==> src/rtl/pwm_tmr_pkg.sv <==
package pwm_tmr_pkg;

  typedef enum logic [1:0] {
    TM_IVL     = 2'b00,
    TM_IVL_ALT = 2'b01,
    TM_PWM     = 2'b10,
    TM_PWM_ALT = 2'b11
  } tmr_mode_e;

  // Mode register layout, bit 7 down to bit 0.
  typedef struct packed {
    logic      run;
    logic [2:0] cksel;
    tmr_mode_e mode;
    logic      act_low;
    logic      drv_en;
  } tmr_ctl_t;

  function automatic logic is_pwm(input tmr_mode_e m);
    return m[1];
  endfunction

  // Pin level: the active phase is XORed with the polarity, and the inactive
  // level is driven when drive is off.
  function automatic logic pin_level(input logic act, input logic act_low,
                                     input logic drv_en);
    return drv_en ? (act ^ act_low) : act_low;
  endfunction

endpackage

==> src/rtl/tmr_cfg_regs.sv <==
module tmr_cfg_regs
  import pwm_tmr_pkg::*;
#(
  parameter int unsigned CNT_W = 8
) (
  input  logic             clk,
  input  logic             rst_n,
  input  logic             mode_wr,
  input  logic [7:0]       mode_wdata,
  input  logic             period_wr,
  input  logic [CNT_W-1:0] period_wdata,
  input  logic             duty_wr,
  input  logic [CNT_W-1:0] duty_wdata,
  input  logic             ev_per,
  output tmr_ctl_t         ctl_q,
  output logic [CNT_W-1:0] period_q,
  output logic [CNT_W-1:0] duty_buf_q,
  output logic [CNT_W-1:0] duty_act_q
);

  always_ff @(posedge clk or negedge rst_n) begin
    if (!rst_n) begin
      ctl_q <= '0;
    end else if (mode_wr) begin
      ctl_q <= tmr_ctl_t'(mode_wdata);
    end
  end

  always_ff @(posedge clk or negedge rst_n) begin
    if (!rst_n) begin
      period_q <= '0;
    end else if (period_wr) begin
      period_q <= period_wdata;
    end
  end

  // Duty is double-buffered: software writes the buffer, and the compare path
  // picks it up on a period match.
  always_ff @(posedge clk or negedge rst_n) begin
    if (!rst_n) begin
      duty_buf_q <= '0;
    end else if (duty_wr) begin
      duty_buf_q <= duty_wdata;
    end
  end

  always_ff @(posedge clk or negedge rst_n) begin
    if (!rst_n) begin
      duty_act_q <= '0;
    end else if (ev_per) begin
      duty_act_q <= duty_buf_q;
    end
  end

endmodule

==> src/rtl/tmr_count_unit.sv <==
module tmr_count_unit #(
  parameter int unsigned CNT_W = 8
) (
  input  logic             clk,
  input  logic             rst_n,
  input  logic             run,
  input  logic             pwm,
  input  logic             tick,
  input  logic [CNT_W-1:0] period,
  input  logic [CNT_W-1:0] duty,
  output logic [CNT_W-1:0] cnt_q,
  output logic             duty_phase_q,
  output logic             ev_per,
  output logic             ev_duty
);

  logic [CNT_W-1:0] cmp_val;
  logic             hit;
  logic [CNT_W-1:0] cnt_d;
  logic             phase_d;

  // One comparator; its operand swaps with the phase.
  assign cmp_val = duty_phase_q ? duty : period;
  assign hit     = run && tick && (cnt_q == cmp_val);
  assign ev_per  = hit && !duty_phase_q;
  assign ev_duty = hit && duty_phase_q;

  always_comb begin
    cnt_d = cnt_q;
    if (!run) begin
      cnt_d = '0;
    end else if (tick) begin
      cnt_d = ev_per ? '0 : cnt_q + 1'b1;
    end
  end

  always_comb begin
    phase_d = duty_phase_q;
    if (!run || !pwm) begin
      phase_d = 1'b0;
    end else if (ev_per) begin
      phase_d = 1'b1;
    end else if (ev_duty) begin
      phase_d = 1'b0;
    end
  end

  always_ff @(posedge clk or negedge rst_n) begin
    if (!rst_n) begin
      cnt_q        <= '0;
      duty_phase_q <= 1'b0;
    end else begin
      cnt_q        <= cnt_d;
      duty_phase_q <= phase_d;
    end
  end

endmodule

==> src/rtl/tmr_wave_out.sv <==
module tmr_wave_out
  import pwm_tmr_pkg::*;
(
  input  logic clk,
  input  logic rst_n,
  input  logic run,
  input  logic pwm,
  input  logic act_low,
  input  logic drv_en,
  input  logic ev_per,
  input  logic ev_duty,
  output logic act_q,
  output logic pin,
  output logic irq_q
);

  logic act_d;

  always_comb begin
    act_d = act_q;
    if (!run) begin
      act_d = 1'b0;
    end else if (pwm) begin
      if (ev_per) begin
        act_d = 1'b1;
      end else if (ev_duty) begin
        act_d = 1'b0;
      end
    end else if (ev_per) begin
      act_d = ~act_q;
    end
  end

  always_ff @(posedge clk or negedge rst_n) begin
    if (!rst_n) begin
      act_q <= 1'b0;
      irq_q <= 1'b0;
    end else begin
      act_q <= act_d;
      irq_q <= ev_per;
    end
  end

  assign pin = pin_level(act_q, act_low, drv_en);

endmodule

==> src/rtl/pwm_ivl_timer.sv <==
module pwm_ivl_timer
  import pwm_tmr_pkg::*;
#(
  parameter int unsigned CNT_W = 8
) (
  input  logic             clk,
  input  logic             rst_n,
  input  logic             mode_wr,
  input  logic [7:0]       mode_wdata,
  input  logic             period_wr,
  input  logic [CNT_W-1:0] period_wdata,
  input  logic             duty_wr,
  input  logic [CNT_W-1:0] duty_wdata,
  input  logic             tick_en,
  output logic [2:0]       clk_sel,
  output logic             tmr_pin,
  output logic             tmr_irq
);

  tmr_ctl_t         ctl_q;
  logic [CNT_W-1:0] period_q;
  logic [CNT_W-1:0] duty_buf_q;
  logic [CNT_W-1:0] duty_act_q;
  logic [CNT_W-1:0] cnt_q;
  logic             duty_phase_q;
  logic             ev_per;
  logic             ev_duty;
  logic             act_q;
  logic             run;
  logic             pwm;

  assign run     = ctl_q.run;
  assign pwm     = is_pwm(ctl_q.mode);
  assign clk_sel = ctl_q.cksel;

  tmr_cfg_regs #(.CNT_W(CNT_W)) cfg_i (
    .clk          (clk),
    .rst_n        (rst_n),
    .mode_wr      (mode_wr),
    .mode_wdata   (mode_wdata),
    .period_wr    (period_wr),
    .period_wdata (period_wdata),
    .duty_wr      (duty_wr),
    .duty_wdata   (duty_wdata),
    .ev_per       (ev_per),
    .ctl_q        (ctl_q),
    .period_q     (period_q),
    .duty_buf_q   (duty_buf_q),
    .duty_act_q   (duty_act_q)
  );

  tmr_count_unit #(.CNT_W(CNT_W)) cnt_i (
    .clk          (clk),
    .rst_n        (rst_n),
    .run          (run),
    .pwm          (pwm),
    .tick         (tick_en),
    .period       (period_q),
    .duty         (duty_act_q),
    .cnt_q        (cnt_q),
    .duty_phase_q (duty_phase_q),
    .ev_per       (ev_per),
    .ev_duty      (ev_duty)
  );

  tmr_wave_out wave_i (
    .clk     (clk),
    .rst_n   (rst_n),
    .run     (run),
    .pwm     (pwm),
    .act_low (ctl_q.act_low),
    .drv_en  (ctl_q.drv_en),
    .ev_per  (ev_per),
    .ev_duty (ev_duty),
    .act_q   (act_q),
    .pin     (tmr_pin),
    .irq_q   (tmr_irq)
  );

endmodule

==> config.mk <==
export PLATFORM = sky130hd
export DESIGN_NAME = pwm_ivl_timer
export DESIGN_NICKNAME = d
export VERILOG_FILES = /design/src/rtl/pwm_tmr_pkg.sv /design/src/rtl/tmr_cfg_regs.sv /design/src/rtl/tmr_count_unit.sv /design/src/rtl/tmr_wave_out.sv /design/src/rtl/pwm_ivl_timer.sv
export SDC_FILE = /design/constraint.sdc
export NUM_CORES = 1
export LEC_CHECK = 0
export BUFFER_PORTS_ARGS = -buffer_cell sky130_fd_sc_hd__buf_2
export CAP_MARGIN = 10
export CORE_MARGIN = 5
export CORE_UTILIZATION = 36
export CTS_BUF_LIST = sky130_fd_sc_hd__clkbuf_8
export DETAILED_ROUTE_END_ITERATION = 6
export PLACE_DENSITY = 0.65
export RECOVER_POWER = 100
export SLEW_MARGIN = 10
export SYNTH_ARGS = -nofsm -noshare
export SYNTH_HDL_FRONTEND = slang
export SYNTH_SLANG_ARGS = --single-unit
==> constraint.sdc <==
create_clock -name clk -period 2.4 [get_ports clk]
set_clock_uncertainty 0.05 [all_clocks]
set_input_delay 0 -clock clk [delete_from_list [all_inputs] [get_ports clk]]
set_output_delay 0 -clock clk [all_outputs]
set_load 0.02 [all_outputs]
==> results.toml, run 1 <==
[clocking]
cts_buffers = 5
root_buffer = "clkbuf_8"
clk_path_buf_depth = 2
clock_latency_ns = 0.30
cts_tree = "done"
clkTransAtPathRegs_ns = 0.08
cts_sinks = 42
htreeDepth = 2

[yosys]
synth_area_leader_cell = "dfrtp_1"
synth_edf_count = 0
synth_seq_cells = 42
synth_fp_nets = 176
async_reset_ff_frac = 1.00
avgSynthCellArea_um2 = 13.3
synth_ff_type = "dfrtp_1"
syn_inst = 145
synthDistinctLibCells = 34
syn-cell-area_um2 = 1920
ys_seq_area_frac = 0.547
yosysWarnings = 0
synthTopCellsByArea = "dfrtp_1, mux2_2, mux2_1"
synth_top_area_share = 0.547

[worst_setup_path]
path_max_fanout = 9
worst_path_max_delay_cell = "or4_4"
worstSetupStartpointType = "flop"
critPathRequiredTime_ns = 2.54
crit_top_cell = "or4_4"
path_class = "reg2reg"
worstSetupEndpointType = "flop"
reg2reg_slack_ns = 0.006
arrival_ns = 2.53
crit_chain = "mux2i_1 > xnor2_1 > or4_4 > or4_4 > mux2_4"
reg2reg_depth = 5
cpPeakStageDelay_ns = 0.60

[global_routing]
first_global_vias = 1416
met2_usage = 0.184
top_usage_layer = "met2"
use_met1 = 0.142
grt.overflow.total = 0
grtUsageMet3 = 0.0347
grt_usage = 0.113
grt_antenna_before_repair = 0
grt_pass1_wl_mm = 6.35
grt_max_degree = 43

[timing]
slew_headroom = 0.313
finalHoldViolCount = 0
period_share = 0.998
setup-violations-final = 0
rsz0062_at_grt = "true"
period_needed_ns = 2.39
slew_violations = 0
max_freq_mhz = 418
tightest_slew_ns = 1.03

[drt]
via_per_inst = 4.61
vias = 1314
routed_wl_mm = 3.62
firstDrtPassIters = 4
drt.antenna.violating_nets = 0
drtIter0Drc = 106
wl_per_cell_um = 12.7
drc = 0

[pwr]
p_leak_nw = 1.16
p_per_area_nw_per_um2 = 575
peakVddDrop_mv = 0.375
power.internal_mw = 1.11
pwr-share-seq = 0.536
p_comb_frac = 0.145
p_switching_mw = 0.359
swShare = 0.244
power_frac_clock = 0.319

[worst_hold_path]
hold_path.class = "in2reg"
hold_path_depth = 2

[floorplan]
boundaryPins = 35
die_w_um = 83.1
die_h_um = 83.1
row_count = 26
start_util = 0.374
dieArea_um2 = 6900
core_um2 = 5140

[finish]
final_common_cell = "dfrtp_1"
n_antenna_cell = 0
utilization = 0.499
syn2layout_area_growth_pct = 33.4
layout_common_cells = "dfrtp_1, dlygate4sd3_1, buf_2"
drive_above_1_share = 0.353
fin_cells = 285
nNetsFinal = 245

[place]
port_buffers = 33
dp_cells = 248
place_congestion = 0.740
dp_hpwl_mm = 2.54

[run_status]
status = "finished clean"

[flow_run]
drv_cap = 0
[cells by family after synthesis]
group	after synthesis	share of synthesized area
compound gates	11	0.0403
xor+xnor	12	0.0547
fa+ha+maj	1	0.00651
buf+inv	12	0.0358
flops	42	0.547
mux	38	0.223
simple gates	29	0.0930
[power groups by stage]
stage          Clock, mW  Sequential, mW  Combinational, mW
2_1_floorplan          0           0.801              0.106
3_3_place_gp           0           0.803              0.171
3_5_place_dp           0           0.804              0.174
4_1_cts            0.481           0.790              0.213
5_1_grt            0.521           0.798              0.238
6_report           0.470           0.790              0.214
[worst paths after layout]
| path | from | end |
|---|---|---|
| setup / recovery | cnt_i.duty_phase_q | cfg_i.duty_act_q[1] |
| max in group asynchronous | rst_n | cnt_i.duty_phase_q |
| hold reg to reg | cfg_i.duty_act_q[3] | cfg_i.duty_act_q[3] |
| min in group asynchronous | rst_n | cfg_i.period_q[3] |
| setup reg to reg | cnt_i.duty_phase_q | cfg_i.duty_act_q[1] |
| hold / removal | duty_wr | cfg_i.duty_buf_q[6] |
[registers in the layout (all words and copies together), names as in the netlist]
register and count:
cfg_i.duty_buf_q 8, wave_i.irq_q 1, cfg_i.duty_act_q 8, cnt_i.duty_phase_q 1, cfg_i.period_q 8, wave_i.act_q 1
cnt_i.cnt_q 8, cfg_i.ctl_q 7
[worst max-delay path: cells and delay by family, from the launching register on]
kind,cells,cell delay [ns]
xor+xnor,1,0.10
flops,1,0.43
mux,2,0.55
simple gates,2,1.15
[repair_timing]
action / CTS / global route
setup endpoints to repair: 8 / 8
hold endpoints to repair: 67 / 0
hold buffers: 27 / 0
gates resized for setup: 3 / 1
buffers inserted: 0 / 2
pin swaps: 0 / 1
[cell type report]
type                    instances  area, um2
well taps                      70       87.6
repair buffers                 70        504
flip-flops and latches         42       1050
inverters                       4       15.0
fillers                       495       2570
clock inverters                 2       12.5
multi-input cells              91        811
clock buffers                   6       82.6
[Yosys cell counts, drive strengths merged, types with 2 or more instances]
| master | number |
|---|---|
| mux2 | 33 |
| nand4 | 2 |
| nor4 | 2 |
| and3 | 7 |
| buf | 4 |
| xnor2 | 8 |
| o22ai | 3 |
| or4 | 2 |
| mux2i | 5 |
| xor2 | 4 |
| clkbuf | 4 |
| inv | 3 |
| nand2 | 8 |
| dfrtp | 42 |
| nor2 | 2 |
| nand3 | 2 |
| a21oi | 2 |
[per-stage QoR]
| stage | power (mW) | hold WS (ns) | setup TNS (ns) | cell area (um2) | setup slack (ns) |
|---|---|---|---|---|---|
| after CTS | 1.48 | 0.0311 | -0.00392 | 2560 | -0.00281 |
| after global placement | 0.974 | 0.151 | -0.134 | 2180 | -0.0194 |
| after floorplan | 0.907 | -0.346 | -0.196 | 1930 | -0.0982 |
| after global routing | 1.56 | 0.0401 | -0.550 | 2560 | -0.0754 |
| after detailed placement | 0.979 | 0.141 | -0.427 | 2180 | -0.0632 |
| final | 1.47 | 0.0429 | 0 | 2560 | 0.00583 |
[routing by layer]
layer,share of wire,vias to the layer above
met2,0.48,19
met5,0,-
met3,0.039,7
li1,-,653
met4,0.017,0
met1,0.47,635
Power figures use the tool's default switching activity.
==> run 2, diff against run 1 <==
Settings changed: PLACE_DENSITY 0.65 to 0.63.
Clock period 2.4 ns to 2.98 ns, I/O delays scaled along.
==> run 2 against run 1 <==
Against the previous run: sequential share of layout area rose by 1.1 points; worst setup slack improved by 0.23 ns; the flow now finishes with violations (max-capacitance violations, max-slew violations); largest cell class unchanged; largest power group unchanged; utilization fell by 1.4 points.
==> results.toml, run 2 (synthesis results as in run 1) <==
[pwr]
fin_total_pwr_mw = 1.23
p_per_area_nw_per_um2 = 495
peakVddDrop_mv = 0.380
p_leak_nw = 1.12

[worst_setup_path]
path_max_fanout = 9
r2r-end = "cfg_i.duty_act_q[1]"
cp_top_family = "simple AND/OR/NAND/NOR gates"
reg2reg_slack_ns = 0.23
crit_chain = "mux2i_1 > xnor2_1 > or4_1 > or4_4 > mux2_1"
reg2reg_depth = 5
worst_path_max_delay_cell = "or4_1"
path_class = "reg2reg"
cpPeakStageDelay_ns = 0.68
worstSetupEndpointType = "flop"
critPathRequiredTime_ns = 3.11
worstSetupStartpointType = "flop"
critical_path_depth = 5
r2r_start = "cnt_i.duty_phase_q"
critPathBufInv = 0
arrival_ns = 2.88

[flow_run]
drv_cap = 1

[timing]
setup-violations-final = 0
period_share = 0.922
finalHoldViolCount = 0
max_freq_mhz = 364
slew_violations = 43
rsz0062_at_grt = "false"
tightest_slew_ns = 2.18
period_needed_ns = 2.75
holdWs_ns = 0.0399
slew_headroom = -0.453
tns_ns = 0
setup_slack_ns = 0.234

[drt]
wl_per_cell_um = 13.2
firstDrtPassIters = 4
wl_met3_um = 122
vias = 1295
wl_met2_mm = 1.78
via_per_inst = 4.69
drtIter0Drc = 56
drt.antenna.violating_nets = 0
drt-met1-wl_mm = 1.64
drc = 0
routed_wl_mm = 3.64
maxUsedRoutingLayer = "met4"

[finish]
drive_above_1_share = 0.301
fin_cells = 276
n_antenna_cell = 0
syn2layout_area_growth_pct = 29.7
finish.instance_area_um2 = 2490
utilization = 0.485
layout_common_cells = "dfrtp_1, dlygate4sd3_1, buf_2"
nNetsFinal = 236
final_common_cell = "dfrtp_1"

[clocking]
clock_latency_ns = 0.29
clkTransAtPathRegs_ns = 0.08
cts_sinks = 42
clk_path_buf_depth = 2
htreeDepth = 2
cts_buffers = 5
postCtsHoldBufs = 27
post-cts-setup-buffers = 0
cts-resized-gates = 0
root_buffer = "clkbuf_8"
cts_tree = "done"

[global_routing]
grt_max_degree = 43
first_global_vias = 1401
grt_antenna_before_repair = 0
grt.overflow.total = 0
grt_usage = 0.116
grt_pass1_wl_mm = 6.47

[floorplan]
die_h_um = 83.1
start_util = 0.374
die_w_um = 83.1
core_um2 = 5140
row_count = 26
boundaryPins = 35
dieArea_um2 = 6900

[place]
dp_cells = 241
port_buffers = 33
place_congestion = 0.743
pre_cts_ws_ns = 0.202
dp_hpwl_mm = 2.50
dpl_cell_area_um2 = 2130

[worst_hold_path]
hold_path_depth = 2
hold_start = "mode_wr"
hold_path.class = "in2reg"
min_to = "cfg_i.ctl_q[7]"

[run_status]
violations = "max-capacitance violations, max-slew violations"
status = "finished with violations"
run 2: cell types whose count changed in the layout (fill, tap and decap cells not counted):
cell / change
buf_4: -7
buf_6: -1
bufinv_16: +1
clkbuf_2: -1
clkbuf_8: -1
clkinv_2: +1
clkinvlp_4: -1
dfrtp_1: +1
dfrtp_2: -1
mux2_1: +3
mux2_4: -3
or4_1: +1
or4_4: -1
run 2: routing by layer:
layer / GRT usage / up-vias
li1: - / 634
met1: 0.141 / 627
met2: 0.188 / 26
met3: 0.0347 / 8
met4: 0.0550 / 0
met5: 0 / -
run 2: area by class of cell:
class	instances	area [um2]
repair buffers	61	435
well taps	70	87.6
inverters	4	15.0
flip-flops and latches	42	1050
clock inverters	3	40.0
clock buffers	5	68.8
fillers	486	2650
multi-input cells	91	796
run 2: where the power goes:
group          switching (mW)  internal [mW]
Clock                   0.193          0.247
Combinational          0.0654         0.0879
Sequential             0.0290          0.611
Total                   0.287          0.946
run 2: worst max path at each step:
stage / from / end / slack, ns
after detailed placement: cnt_i.duty_phase_q / cfg_i.duty_act_q[1] / 0.20
after floorplan: cnt_i.duty_phase_q / cfg_i.duty_act_q[0] / 0.42
after CTS: cnt_i.duty_phase_q / cfg_i.duty_act_q[0] / 0.21
after global routing: cnt_i.duty_phase_q / cfg_i.duty_act_q[0] / 0.08
after global placement: cnt_i.duty_phase_q / cfg_i.duty_act_q[0] / 0.24
final: cnt_i.duty_phase_q / cfg_i.duty_act_q[1] / 0.23
==> run 3, diff against run 2 <==
Settings changed: CAP_MARGIN 10 to 20.
Clock period 2.98 ns to 3.3 ns, I/O delays scaled along.
==> run 3 against run 2 <==
Against the previous run: the run still ends with max-capacitance violations, max-slew violations left; critical path depth unchanged; sequential power fell by 9.7%; non-clock buffer count unchanged; wire length up 4.5%; first-iteration DRC count grew 34%; via count up 0.93%; die area is the same; worst setup slack improved by 0.26 ns; flip-flop and latch count did not move; hold slack lost 0.0025 ns; largest power group unchanged; highest routed layer unchanged.
==> results.toml, run 3 (synthesis results as in run 1) <==
[worst_setup_path]
cpPeakStageDelay_ns = 0.73
reg2reg_slack_ns = 0.50
reg2reg_depth = 5
critPathLaunch = "cnt_i.duty_phase_q"
arrival_ns = 2.94
worstSetupEndpointType = "flop"
r2r-end = "cfg_i.duty_act_q[1]"
r2r_start = "cnt_i.duty_phase_q"
critPathRequiredTime_ns = 3.44
path_class = "reg2reg"
crit_top_cell = "or4_1"
worst_path_max_delay_cell = "or4_1"
crit_end = "cfg_i.duty_act_q[1]"
path_max_fanout = 9
crit_chain = "mux2i_1 > xnor2_1 > or4_1 > or4_1 > mux2_1"
worstSetupStartpointType = "flop"

[place]
place_congestion = 0.752
dpl_cell_area_um2 = 2130
dp_hpwl_mm = 2.54
dp_cells = 241
port_buffers = 33

[clocking]
clk_path_buf_depth = 2
root_buffer = "clkbuf_8"
cts_sinks = 42
cts_buffers = 5
htreeDepth = 2
cts_tree = "done"
post-cts-setup-buffers = 0
clock_latency_ns = 0.30
clkTransAtPathRegs_ns = 0.08

[floorplan]
die_h_um = 83.1
row_count = 26
start_util = 0.374
boundaryPins = 35
core_um2 = 5140
die_w_um = 83.1
dieArea_um2 = 6900

[pwr]
p_leak_nw = 1.13
peakVddDrop_mv = 0.289
fin_total_pwr_mw = 1.22
p_per_area_nw_per_um2 = 486

[timing]
max_freq_mhz = 357
setup-violations-final = 0
slew_headroom = -0.495
rsz0062_at_grt = "false"
tns_ns = 0
period_share = 0.850
slew_violations = 43
period_needed_ns = 2.80
finalHoldViolCount = 0
tightest_slew_ns = 2.24

[global_routing]
grt_usage = 0.117
grt.overflow.total = 0
grt_max_degree = 43
grt_pass1_wl_mm = 6.52
grt_antenna_before_repair = 0
first_global_vias = 1360

[drt]
firstDrtPassIters = 4
drc = 0
drt.antenna.violating_nets = 0
wl_per_cell_um = 13.8
via_per_inst = 4.74
vias = 1307
routed_wl_mm = 3.81
drtIter0Drc = 75

[finish]
nFillCells = 496
n_antenna_cell = 0
utilization = 0.489
finish.instance_area_um2 = 2510
nNetsFinal = 236
layout_common_cells = "dfrtp_1, dlygate4sd3_1, buf_2"
fin_cells = 276
final_common_cell = "dfrtp_1"
drive_above_1_share = 0.291
syn2layout_area_growth_pct = 30.8

[worst_hold_path]
hold_path.class = "in2reg"

[run_status]
status = "finished with violations"
violations = "max-capacitance violations, max-slew violations"

[flow_run]
drv_cap = 1
[run 3: cell types whose count changed in the layout (fill, tap and decap cells not counted)]
cell,before,now
mux2_1,9,10
or4_4,1,0
nor4_2,0,1
or4_1,1,2
mux2_2,24,23
clkinv_2,2,0
bufinv_16,1,2
clkbuf_8,5,6
nor4_4,1,0
[run 3: metal layers]
metal  global-route usage  wire length [um]  share of wire  vias up
met1                0.147              1700           0.45      642
li1                     -                 -              -      633
met4               0.0446                59          0.015        0
met2                0.193              1920           0.50       24
met5                    0                 0              0        -
met3               0.0277               134          0.035        8
[run 3: cell type report]
type,instances,area (um2),share of cell area
sequential,42,1050,0.418
clock inverter,2,60.1,0.0239
tap,70,87.6,0.0348
inverter,4,15.0,0.00597
timing repair buffer,61,435,0.173
multi-input combinational,91,783,0.311
clock buffer,6,82.6,0.0328
[run 3: worst max-delay path, delay by kind of cell, from the launching register on]
kind,cells,cell delay [ns]
AND/OR/NAND/NOR,2,1.38
multiplexers,2,0.66
flip-flops,1,0.50
XOR/XNOR,1,0.09
[run 3: worst min-delay path by stage]
stage	to	cells after the start	start	slack, ns
2_1_floorplan	cfg_i.ctl_q[0]	0	rst_n	-0.35
3_3_place_gp	cfg_i.ctl_q[4]	1	rst_n	0.15
3_5_place_dp	cfg_i.ctl_q[4]	1	rst_n	0.15
4_1_cts	cfg_i.ctl_q[4]	2	mode_wr	0.04
5_1_grt	cfg_i.ctl_q[7]	2	mode_wr	0.05
6_report	cfg_i.ctl_q[6]	2	mode_wr	0.04
[run 3: what timing repair did]
action	in CTS	in global routing
hold buffers	27	0
hold endpoints to repair	67	0
gates resized for setup	0	0
[run 3: through the flow]
step | hold slack, ns | setup slack, ns
after floorplan | -0.346 | 0.737
after global placement | 0.149 | 0.596
after detailed placement | 0.150 | 0.589
after CTS | 0.0380 | 0.584
after global routing | 0.0455 | 0.272
final | 0.0375 | 0.495
[run 3: where the power goes]
group	total (mW)	internal [mW]	switching [mW]	leakage, nW
Combinational	0.137	0.0790	0.0582	0.529
Sequential	0.578	0.552	0.0262	0.533
Clock	0.506	0.323	0.183	0.0714
Total	1.22	0.954	0.268	1.13
